`src/rtl/ivt_pkg.sv`:
```
package ivt_pkg;
  localparam int BYTE_W = 8;
  localparam int CNT_W  = 2 * BYTE_W;
  localparam int MODE_W = 3;

  typedef enum logic [1:0] {
    ACC_NONE = 2'b00,
    ACC_HI   = 2'b01,
    ACC_LO   = 2'b10,
    ACC_WORD = 2'b11
  } acc_e;

  localparam logic [3:0] OP_MULTI_CNT = 4'b1101;
  localparam logic [3:0] OP_MULTI_STS = 4'b1110;

  function automatic acc_e acc_from_cmd(input logic [1:0] rw);
    case (rw)
      2'b01:   return ACC_LO;
      2'b10:   return ACC_HI;
      2'b11:   return ACC_WORD;
      default: return ACC_NONE;
    endcase
  endfunction
endpackage

```
`src/rtl/ivt_cmd_decode.sv`:
```
module ivt_cmd_decode
  import ivt_pkg::*;
#(
  parameter int NCH = 3
) (
  input  logic              wr_cmd,
  input  logic [BYTE_W-1:0] cmd_byte,
  output logic [NCH-1:0]    latch_cnt,
  output logic [NCH-1:0]    latch_sts,
  output logic [NCH-1:0]    set_acc,
  output acc_e              acc,
  output logic [MODE_W-1:0] mode,
  output logic              bcd
);
  logic [3:0]     op;
  logic [NCH-1:0] sel;

  assign op   = cmd_byte[7:4];
  assign sel  = cmd_byte[NCH:1];
  assign acc  = acc_from_cmd(op[1:0]);
  assign mode = cmd_byte[3:1];
  assign bcd  = cmd_byte[0];

  always_comb begin
    latch_cnt = '0;
    latch_sts = '0;
    set_acc   = '0;
    if (wr_cmd) begin
      if (op == OP_MULTI_CNT) begin
        latch_cnt = sel;
      end else if (op == OP_MULTI_STS) begin
        latch_sts = sel;
      end else begin
        for (int c = 0; c < NCH; c++) begin
          if (op[3:2] == 2'(c)) begin
            if (op[1:0] == 2'b00) latch_cnt[c] = 1'b1;
            else                  set_acc[c]   = 1'b1;
          end
        end
      end
    end
  end
endmodule

```
`src/rtl/ivt_chan.sv`:
```
module ivt_chan
  import ivt_pkg::*;
(
  input  logic              clk,
  input  logic              rst_n,
  input  logic              latch_cnt,
  input  logic              latch_sts,
  input  logic              set_acc,
  input  acc_e              acc_in,
  input  logic [MODE_W-1:0] mode_in,
  input  logic              bcd_in,
  input  logic              wr_en,
  input  logic              rd_en,
  input  logic [BYTE_W-1:0] wdata,
  input  logic [CNT_W-1:0]  cnt_value,
  input  logic              cnt_out,
  input  logic              cnt_loaded,
  output logic [BYTE_W-1:0] rd_byte,
  output logic              load,
  output logic [CNT_W-1:0]  load_val,
  output logic              cfg,
  output logic [MODE_W-1:0] mode,
  output logic              bcd
);
  acc_e              acc_q;
  logic [MODE_W-1:0] mode_q;
  logic              bcd_q;
  logic              wptr_q, rptr_q;
  logic [BYTE_W-1:0] lo_hold_q;
  logic [CNT_W-1:0]  cnt_lat_q;
  logic              cnt_lat_v;
  logic [BYTE_W-1:0] sts_lat_q;
  logic              sts_lat_v;
  logic              load_q, cfg_q;
  logic [CNT_W-1:0]  load_val_q;
  logic [CNT_W-1:0]  src;
  logic [BYTE_W-1:0] sts_now;

  assign sts_now = {cnt_out, cnt_loaded, acc_q, mode_q, bcd_q};
  assign src     = cnt_lat_v ? cnt_lat_q : cnt_value;

  always_comb begin
    rd_byte = '0;
    if (sts_lat_v) begin
      rd_byte = sts_lat_q;
    end else begin
      case (acc_q)
        ACC_LO:   rd_byte = src[BYTE_W-1:0];
        ACC_HI:   rd_byte = src[CNT_W-1:BYTE_W];
        ACC_WORD: rd_byte = rptr_q ? src[CNT_W-1:BYTE_W] : src[BYTE_W-1:0];
        default:  rd_byte = '0;
      endcase
    end
  end

  always_ff @(posedge clk or negedge rst_n) begin
    if (!rst_n) begin
      acc_q      <= ACC_WORD;
      mode_q     <= '0;
      bcd_q      <= 1'b0;
      wptr_q     <= 1'b0;
      rptr_q     <= 1'b0;
      lo_hold_q  <= '0;
      cnt_lat_q  <= '0;
      cnt_lat_v  <= 1'b0;
      sts_lat_q  <= '0;
      sts_lat_v  <= 1'b0;
      load_q     <= 1'b0;
      load_val_q <= '0;
      cfg_q      <= 1'b0;
    end else begin
      load_q <= 1'b0;
      cfg_q  <= 1'b0;
      if (set_acc && !cnt_lat_v) begin
        acc_q  <= acc_in;
        mode_q <= mode_in;
        bcd_q  <= bcd_in;
        wptr_q <= 1'b0;
        rptr_q <= 1'b0;
        cfg_q  <= 1'b1;
      end
      if (latch_cnt && !cnt_lat_v) begin
        cnt_lat_q <= cnt_value;
        cnt_lat_v <= 1'b1;
      end
      if (latch_sts && !sts_lat_v) begin
        sts_lat_q <= sts_now;
        sts_lat_v <= 1'b1;
      end
      if (wr_en) begin
        case (acc_q)
          ACC_LO: begin
            load_val_q <= {{BYTE_W{1'b0}}, wdata};
            load_q     <= 1'b1;
          end
          ACC_HI: begin
            load_val_q <= {wdata, {BYTE_W{1'b0}}};
            load_q     <= 1'b1;
          end
          ACC_WORD: begin
            if (!wptr_q) begin
              lo_hold_q <= wdata;
              wptr_q    <= 1'b1;
            end else begin
              load_val_q <= {wdata, lo_hold_q};
              load_q     <= 1'b1;
              wptr_q     <= 1'b0;
            end
          end
          default: ;
        endcase
      end
      if (rd_en) begin
        if (sts_lat_v) begin
          sts_lat_v <= 1'b0;
        end else if (acc_q == ACC_WORD) begin
          rptr_q <= ~rptr_q;
          if (rptr_q) cnt_lat_v <= 1'b0;
        end else begin
          cnt_lat_v <= 1'b0;
        end
      end
    end
  end

  assign load     = load_q;
  assign load_val = load_val_q;
  assign cfg      = cfg_q;
  assign mode     = mode_q;
  assign bcd      = bcd_q;
endmodule

```
`src/rtl/ivt_rsp.sv`:
```
module ivt_rsp
  import ivt_pkg::*;
(
  input  logic              clk,
  input  logic              rst_n,
  input  logic              rd_fire,
  input  logic [BYTE_W-1:0] rd_byte,
  input  logic              rsp_ready,
  output logic              rsp_valid,
  output logic [BYTE_W-1:0] rsp_data
);
  always_ff @(posedge clk or negedge rst_n) begin
    if (!rst_n) begin
      rsp_valid <= 1'b0;
      rsp_data  <= '0;
    end else if (rd_fire) begin
      rsp_valid <= 1'b1;
      rsp_data  <= rd_byte;
    end else if (rsp_ready) begin
      rsp_valid <= 1'b0;
    end
  end
endmodule

```
`src/rtl/ivt_port_if.sv`:
```
module ivt_port_if
  import ivt_pkg::*;
#(
  parameter int NCH = 3
) (
  input  logic                  clk,
  input  logic                  rst_n,
  input  logic                  req_valid,
  output logic                  req_ready,
  input  logic                  req_we,
  input  logic [1:0]            req_addr,
  input  logic [7:0]            req_wdata,
  output logic                  rsp_valid,
  input  logic                  rsp_ready,
  output logic [7:0]            rsp_data,
  output logic [NCH-1:0]        cnt_load,
  output logic [NCH*16-1:0]     cnt_load_val,
  output logic [NCH-1:0]        cnt_cfg,
  output logic [NCH*3-1:0]      cnt_mode,
  output logic [NCH-1:0]        cnt_bcd,
  input  logic [NCH*16-1:0]     cnt_value,
  input  logic [NCH-1:0]        cnt_out,
  input  logic [NCH-1:0]        cnt_loaded
);
  localparam logic [1:0] CMD_ADDR = 2'd3;

  logic              fire, wr_cmd, rd_fire;
  logic [NCH-1:0]    latch_cnt, latch_sts, set_acc;
  acc_e              dec_acc;
  logic [MODE_W-1:0] dec_mode;
  logic              dec_bcd;
  logic [BYTE_W-1:0] ch_byte [NCH];
  logic [BYTE_W-1:0] rd_byte;

  assign req_ready = !rsp_valid || rsp_ready;
  assign fire      = req_valid && req_ready;
  assign wr_cmd    = fire && req_we && (req_addr == CMD_ADDR);
  assign rd_fire   = fire && !req_we;

  ivt_cmd_decode #(.NCH(NCH)) dec_i (
    .wr_cmd    (wr_cmd),
    .cmd_byte  (req_wdata),
    .latch_cnt (latch_cnt),
    .latch_sts (latch_sts),
    .set_acc   (set_acc),
    .acc       (dec_acc),
    .mode      (dec_mode),
    .bcd       (dec_bcd)
  );

  for (genvar c = 0; c < NCH; c++) begin : g_ch
    logic hit;
    assign hit = fire && (req_addr == 2'(c));
    ivt_chan ch_i (
      .clk        (clk),
      .rst_n      (rst_n),
      .latch_cnt  (latch_cnt[c]),
      .latch_sts  (latch_sts[c]),
      .set_acc    (set_acc[c]),
      .acc_in     (dec_acc),
      .mode_in    (dec_mode),
      .bcd_in     (dec_bcd),
      .wr_en      (hit && req_we),
      .rd_en      (hit && !req_we),
      .wdata      (req_wdata),
      .cnt_value  (cnt_value[c*CNT_W +: CNT_W]),
      .cnt_out    (cnt_out[c]),
      .cnt_loaded (cnt_loaded[c]),
      .rd_byte    (ch_byte[c]),
      .load       (cnt_load[c]),
      .load_val   (cnt_load_val[c*CNT_W +: CNT_W]),
      .cfg        (cnt_cfg[c]),
      .mode       (cnt_mode[c*MODE_W +: MODE_W]),
      .bcd        (cnt_bcd[c])
    );
  end

  always_comb begin
    rd_byte = '0;
    for (int c = 0; c < NCH; c++) begin
      if (req_addr == 2'(c)) rd_byte = ch_byte[c];
    end
  end

  ivt_rsp rsp_i (
    .clk       (clk),
    .rst_n     (rst_n),
    .rd_fire   (rd_fire),
    .rd_byte   (rd_byte),
    .rsp_ready (rsp_ready),
    .rsp_valid (rsp_valid),
    .rsp_data  (rsp_data)
  );
endmodule

```
`config.mk`:
```
export PLATFORM = sky130hd
export DESIGN_NAME = ivt_port_if
export DESIGN_NICKNAME = d
export VERILOG_FILES = /design/src/rtl/ivt_pkg.sv /design/src/rtl/ivt_cmd_decode.sv /design/src/rtl/ivt_chan.sv /design/src/rtl/ivt_rsp.sv /design/src/rtl/ivt_port_if.sv
export SDC_FILE = /design/constraint.sdc
export NUM_CORES = 1
export LEC_CHECK = 0
export BUFFER_PORTS_ARGS = -buffer_cell sky130_fd_sc_hd__buf_2
export CORE_ASPECT_RATIO = 1.4
export CORE_MARGIN = 3
export CORE_UTILIZATION = 60
export CTS_CLUSTER_SIZE = 28
export DETAILED_ROUTE_END_ITERATION = 6
export PLACE_DENSITY = 0.84
export SLEW_MARGIN = 20
export SYNTH_ARGS = -nofsm -noshare
export SYNTH_HDL_FRONTEND = slang
export SYNTH_SLANG_ARGS = --single-unit
export TNS_END_PERCENT = 100
```
`constraint.sdc`:
```
create_clock -name clk -period 3.5 [get_ports clk]
set_input_delay 0.35 -clock clk [delete_from_list [all_inputs] [get_ports clk]]
set_output_delay 0.35 -clock clk [all_outputs]
set_load 0.05 [all_outputs]
```
-- Word-level counts from Yosys, hierarchy flattened
Index checks and enable logic that the tools add are counted.
- add/sub/neg operators: 0
- $mul: 0
- divide/modulo/power cells: 0
- $lt $le $gt $ge: 0
- equal/unequal tests: 22
- shift-type cells: 0
- muxes and demuxes: 101
- bitwise logic cells: 6
- reductions and logical operators: 47
- operator list (cell ; number):
    16-bit one-hot mux with 3 select lines ; 3
    16-bit 2-to-1 mux ; 6
    8-bit 2-to-1 mux ; 9
    8-bit one-hot mux with 3 select lines ; 3
    1-bit 2-to-1 mux ; 67
    3-bit 2-to-1 mux ; 9
    2-bit == test (second input constant) ; 11
    1-bit logical AND ; 22
    3-bit AND reduction ; 6
    2-bit by 1-bit == test with 1-bit output (second input constant) ; 6
    3-bit nonzero test ; 3
    4-bit == test (second input constant) ; 2
    1-bit logical NOT ; 8
    2-bit logical NOT ; 3
    2-bit by 1-bit inequality test with 1-bit output (second input constant) ; 3
    1-bit NOT ; 6
    1-bit one-hot mux with 2 select lines ; 3
    2-bit one-hot mux with 3 select lines ; 1
    2-bit OR reduction ; 3
    2-bit nonzero test ; 1
    1-bit logical OR ; 1
- register bits: 189
- latch bits: 0
- memory bits (writable): 0
- bits in read-only memories: 0
- bits of input ports: 69
- output and inout bits: 76
- word-level logic and storage cells: 217
- memories kept: 0

-- Depth between registers and ports, before layout
- depth after elaboration: 12
- mapped depth: 8

-- Cells and area by module
From an unflattened synthesis, not the netlist that was laid out.
- cell total of the unflattened synthesis: 827
- area total of the unflattened synthesis: 9424.0 um2
- by module, submodules not included (module ; times used ; cells an instance ; area an instance (um2)):
    ivt_chan ; 3 ; 248 ; 2847.7
    ivt_rsp ; 1 ; 20 ; 369.1
    ivt_port_if ; 1 ; 35 ; 279.0
    ivt_cmd_decode ; 1 ; 28 ; 232.7

-- Worst setup path before layout
OpenSTA, ideal clock, no wires.
- kind: register to register
- start: register g_ch[2].ch_i.acc_q[0]
- end: register rsp_i.rsp_data[5]
- setup time: 0.140 ns
- data arrival time: 2.019 ns
- required time: 3.360 ns
- path slack: 1.341 ns
- stages on the path, launching flop included: 8
- buffers on the path: 1
- clock period less this slack: 2.159 ns
- cells stage by stage: dfstp_2 -> clkbuf_1 -> inv_1 -> ha_1 -> nor2_1 -> o22ai_1 -> a2111oi_0 -> o211ai_1
- longest elaborated chain between the ends: 4
- elaborated cells between the ends (all ways): 6
- ends and longest elaborated chain (what ; line ; RTL):
    start: declaration ; ivt_chan.sv:25 ; acc_e acc_q;
    start signal: assignment ; ivt_chan.sv:75 ; acc_q <= acc_in;
    2-bit == test or 2-bit by 1-bit == test with 1-bit output (tied branches) ; ivt_chan.sv:47 ; case (acc_q)
    8-bit one-hot mux with 3 select lines (*) ; ivt_chan.sv:47 ;
    8-bit 2-to-1 mux (*) ; ivt_chan.sv:44 ; if (sts_lat_v) begin
    8-bit 2-to-1 mux (*) ; ivt_port_if.sv:81 ; if (req_addr == 2'(c)) rd_byte = ch_byte[c];
    end signal: assignment ; ivt_rsp.sv:18 ; rsp_data <= rd_byte;
    end: declaration ; ivt_rsp.sv:10 ; output logic [BYTE_W-1:0] rsp_data
Every way passes the cells marked *; elsewhere a longest branch is shown, timed or not.
A chain may end at the register's enable or synchronous reset.

-- Final worst setup path
Ends and elaborated chain as after synthesis.

==> metrics.log <==
INFO  metric outcome = complete, no violations
INFO  metric post-route-drc-count = 0
INFO  metric tritoncts_clock_tree = done
INFO  metric power.switching_fraction = 36.0%
INFO  metric timing_max_transition_violations_final = 0
INFO  metric antenna_cells = 0
INFO  metric cp.required = 3790 ps
INFO  metric placementRows = 52
INFO  metric cts_hold_repair.buffers = 1
INFO  metric ff2ff_setup_slack = 990 ps
INFO  metric netlist_top_cells_area = sky130_fd_sc_hd__dfrtp_1 51%, sky130_fd_sc_hd__mux2_2 13%, sky130_fd_sc_hd__mux2i_1 5.4%
INFO  metric dr.first_iter.drc_count = 426
INFO  metric cts.root.buffer_cell = sky130_fd_sc_hd__clkbuf_16
INFO  metric pre_cts_ws = 1060 ps
INFO  metric worst_pin_slew = 1040 ps
INFO  metric mappedNetlistArea = 0.00903 sq mm
INFO  metric timing.clock.skew = 7.00 ps
INFO  metric yosysSeqAreaShare = 52.5%
INFO  metric core-area = 0.0146 sq mm
INFO  metric cts.sinks = 189
INFO  metric fillerInstances = 1046
INFO  metric pin_count_of_the_biggest_net_entering_global_routing = 69
INFO  metric dr_vias_cell = 6.06
INFO  metric unrepaired_setup_endpoints_after_global_routing = no
INFO  metric number_of_antenna_violations_at_the_first_check_in_global_routing = 0
INFO  metric worst_skew_pair.late_latency = 430 ps
INFO  metric yosys_synthesis_warning_count = 0
INFO  metric maxCapViolations = 0
INFO  metric power.ir.vdd_worst = 0.312 mV
INFO  metric critical_path_arrival = 2800 ps
INFO  metric place_congestion = 0.878
INFO  metric fin_hold_ws = 164 ps
INFO  metric ys_types = 54
INFO  metric setup.worst_path.end_class = register
INFO  metric detailed_place_hpwl = 15300 um
INFO  metric library_cell_contributing_the_largest_single_delay_on_the_critical_path = sky130_fd_sc_hd__a2111oi_0
INFO  metric p_int = 4110 uW
INFO  metric vias = 6773
INFO  metric sum_neg_setup_slack = 0 ps
INFO  metric io_pins = 145
INFO  metric globalRouteTotalUtil = 27.7%
INFO  metric synth-simple-area-share = 12.8%
INFO  metric cts.path.max_buffers = 2
INFO  metric synth_top_family_by_area = multiplexers
INFO  metric synth-async-reset-ratio = 100%
INFO  metric power_frac_seq = 42.9%
INFO  metric powerDensity = 621 mW/mm^2
INFO  metric final.min_clock_period = 2510 ps
INFO  metric layout.cells.non_filler = 1118
INFO  metric avgSynthCellArea = 11.2 sq um
INFO  metric cp_class = register to register
INFO  metric number_of_detailed_routing_iterations_run_before_antenna_repair = 5
INFO  metric drtAntennaViolNets = 0
INFO  metric post_cts_buffers = 0
INFO  metric synth_top_flop_cell = sky130_fd_sc_hd__dfrtp_1
INFO  metric final-hold-violation-count = 0
INFO  metric clk_pin_slew_worst_paths = 70 ps
INFO  metric routed.top_layer = met4
INFO  metric leading_cell_type_in_the_layout_fill_and_taps_excluded = sky130_fd_sc_hd__dfrtp_1
INFO  metric fin_nets = 998
INFO  metric initial_core_util = 61.9%
INFO  metric worstHoldPathType = input port to register
INFO  metric cts.htree.levels = 4
INFO  metric most_frequent_cells_in_the_layout = 183 x sky130_fd_sc_hd__dfrtp_1, 143 x sky130_fd_sc_hd__buf_2, 105 x sky130_fd_sc_hd__nand2_1
INFO  metric wirelength = 22300 um
INFO  metric layout_setup_ws = 994 ps
INFO  metric clock_share_of_power = 30.2%
INFO  metric synth_compound_area_share = 9.80%
INFO  metric flow.area_growth_from_synthesis = 14.5%
INFO  metric share_comb_of_total_power = 26.9%
INFO  metric post_synth_edffs = 0
INFO  metric die_w = 110 um
INFO  metric synth_seq_cells = 189
INFO  metric final_min_period_over_clock_period = 71.6%
INFO  metric yosys.area_share.adder = 1.80%
INFO  metric cts-resized-gates = 0
INFO  metric p_leak = 0.00499 uW
INFO  metric grt_first_pass_wirelength = 35400 um
INFO  metric met2_wirelength = 11500 um
INFO  metric critPathLaunchType = register
INFO  metric wl_met1 = 8680 um
INFO  metric fp.dieArea = 0.0166 sq mm
INFO  metric met3_length = 1270 um
INFO  metric netlist.area_leader.share = 50.7%
INFO  metric crit_path_max_incr_delay = 510 ps
INFO  metric worstPathCellList = ha_1 > nor2b_1 > nor2_1 > o22ai_1 > a2111oi_0 > o211ai_1
INFO  metric timing.final.setup_violations = 0
INFO  metric synth_largest_area_cell = sky130_fd_sc_hd__dfrtp_1
INFO  metric post_route_cells_drive_above_1_share = 33.4%
INFO  metric synthesis.instances = 805
INFO  metric buffers_added_on_ports = 144
INFO  metric routedWlPerCell = 20.0 um
INFO  metric vias_in_the_first_global_route = 6877
INFO  metric die_h = 151 um
INFO  metric worstPathMaxFanout = 22
INFO  metric synth_nets = 887
INFO  metric clock.fmax = 399 MHz
INFO  metric grt_remaining_overflow = 0
INFO  metric cts_inserted_buffers = 17
INFO  metric slew_headroom = 30.9%
INFO  metric synthMuxAreaShare = 18.9%
INFO  metric synthXorXnorAreaFrac = 0%
INFO  metric place.detailed.instances = 1085
INFO  metric switchingPower = 2310 uW
[critical path, delay by kind of cell, from the launching register on]
kind	cells	cell delay, ps
flip-flops	1	440
adder cells (fa/ha/maj)	1	460
AND/OR/NAND/NOR	2	630
AO/OA/AOI/OAI	3	830
[worst paths after layout]
check,start,to,depth (start not counted)
setup / recovery,g_ch[2].ch_i.acc_q[0],rsp_i.rsp_data[5],6
setup reg to reg,g_ch[2].ch_i.acc_q[0],rsp_i.rsp_data[5],6
min in group asynchronous,rst_n,g_ch[0].ch_i.cnt_lat_q[1],2
hold reg to reg,g_ch[0].ch_i.load_val[5],g_ch[0].ch_i.load_val[5],2
max in group asynchronous,rst_n,g_ch[1].ch_i.acc_q[1],3
hold / removal,cnt_value[30],g_ch[1].ch_i.cnt_lat_q[14],2
[power by group through the flow]
stage	clock network [uW]	logic, uW	registers (uW)
final	1940	1730	2750
after global routing	2050	1850	2790
after CTS	1950	1730	2750
after detailed placement	0	1700	2780
after global placement	0	1670	2770
after floorplan	0	710	3270
[through the flow]
stage	power (uW)	area, sq um	util, %
after floorplan	3980	9030	-
after global placement	4440	9730	66.8
after detailed placement	4490	9730	66.8
after CTS	6420	10300	70.9
after global routing	6680	10300	70.9
final	6420	10300	70.9
[synthesized netlist by cell type, drive strengths merged, types with 6 or more instances]
cell type	number
dfstp	6
a21oi	33
buf	32
o21ai	61
inv	15
nand4b	6
o22ai	27
nand2b	6
nor2	25
nand2	107
mux2i	49
mux2	107
dfrtp	183
nand3	16
nor3	6
ha	13
and3	13
nor3b	20
clkbuf	29
[state kept, by name, indices dropped and copies added (netlist names), 6 cells and up]
name                 cells
g_ch.ch_i.sts_lat_q     24
g_ch.ch_i.cnt_lat_q     48
g_ch.ch_i.lo_hold_q     24
g_ch.ch_i.mode           9
g_ch.ch_i.acc_q          6
rsp_i.rsp_data           8
g_ch.ch_i.load_val      48
[layout make-up]
| type | count | area, sq um | share of cell area, % |
|---|---|---|---|
| Sequential cell | 189 | 4740 | 45.8 |
| Multi-Input combinational cell | 540 | 3910 | 37.8 |
| Timing Repair Buffer | 153 | 810 | 7.83 |
| Clock buffer | 20 | 457 | 4.42 |
| Tap cell | 189 | 236 | 2.29 |
| Clock inverter | 12 | 134 | 1.30 |
| Inverter | 15 | 56.3 | 0.545 |
[cells by family (layout without fill, tap and decap cells)]
logic type / Yosys count / in the layout
AND/OR/NAND/NOR: 220 / 220
flip-flops: 189 / 189
AO/OA/AOI/OAI: 151 / 151
buffers and inverters: 76 / 200
multiplexers: 156 / 156
adder cells (fa/ha/maj): 13 / 13
[routing by layer]
metal / GRT usage [%] / vias up
met5: 0 / -
met4: 12.0 / 0
met3: 4.09 / 60
met2: 46.7 / 268
met1: 35.5 / 3373
li1: - / 3072
Note: power is estimated with default switching activity, not from simulation.
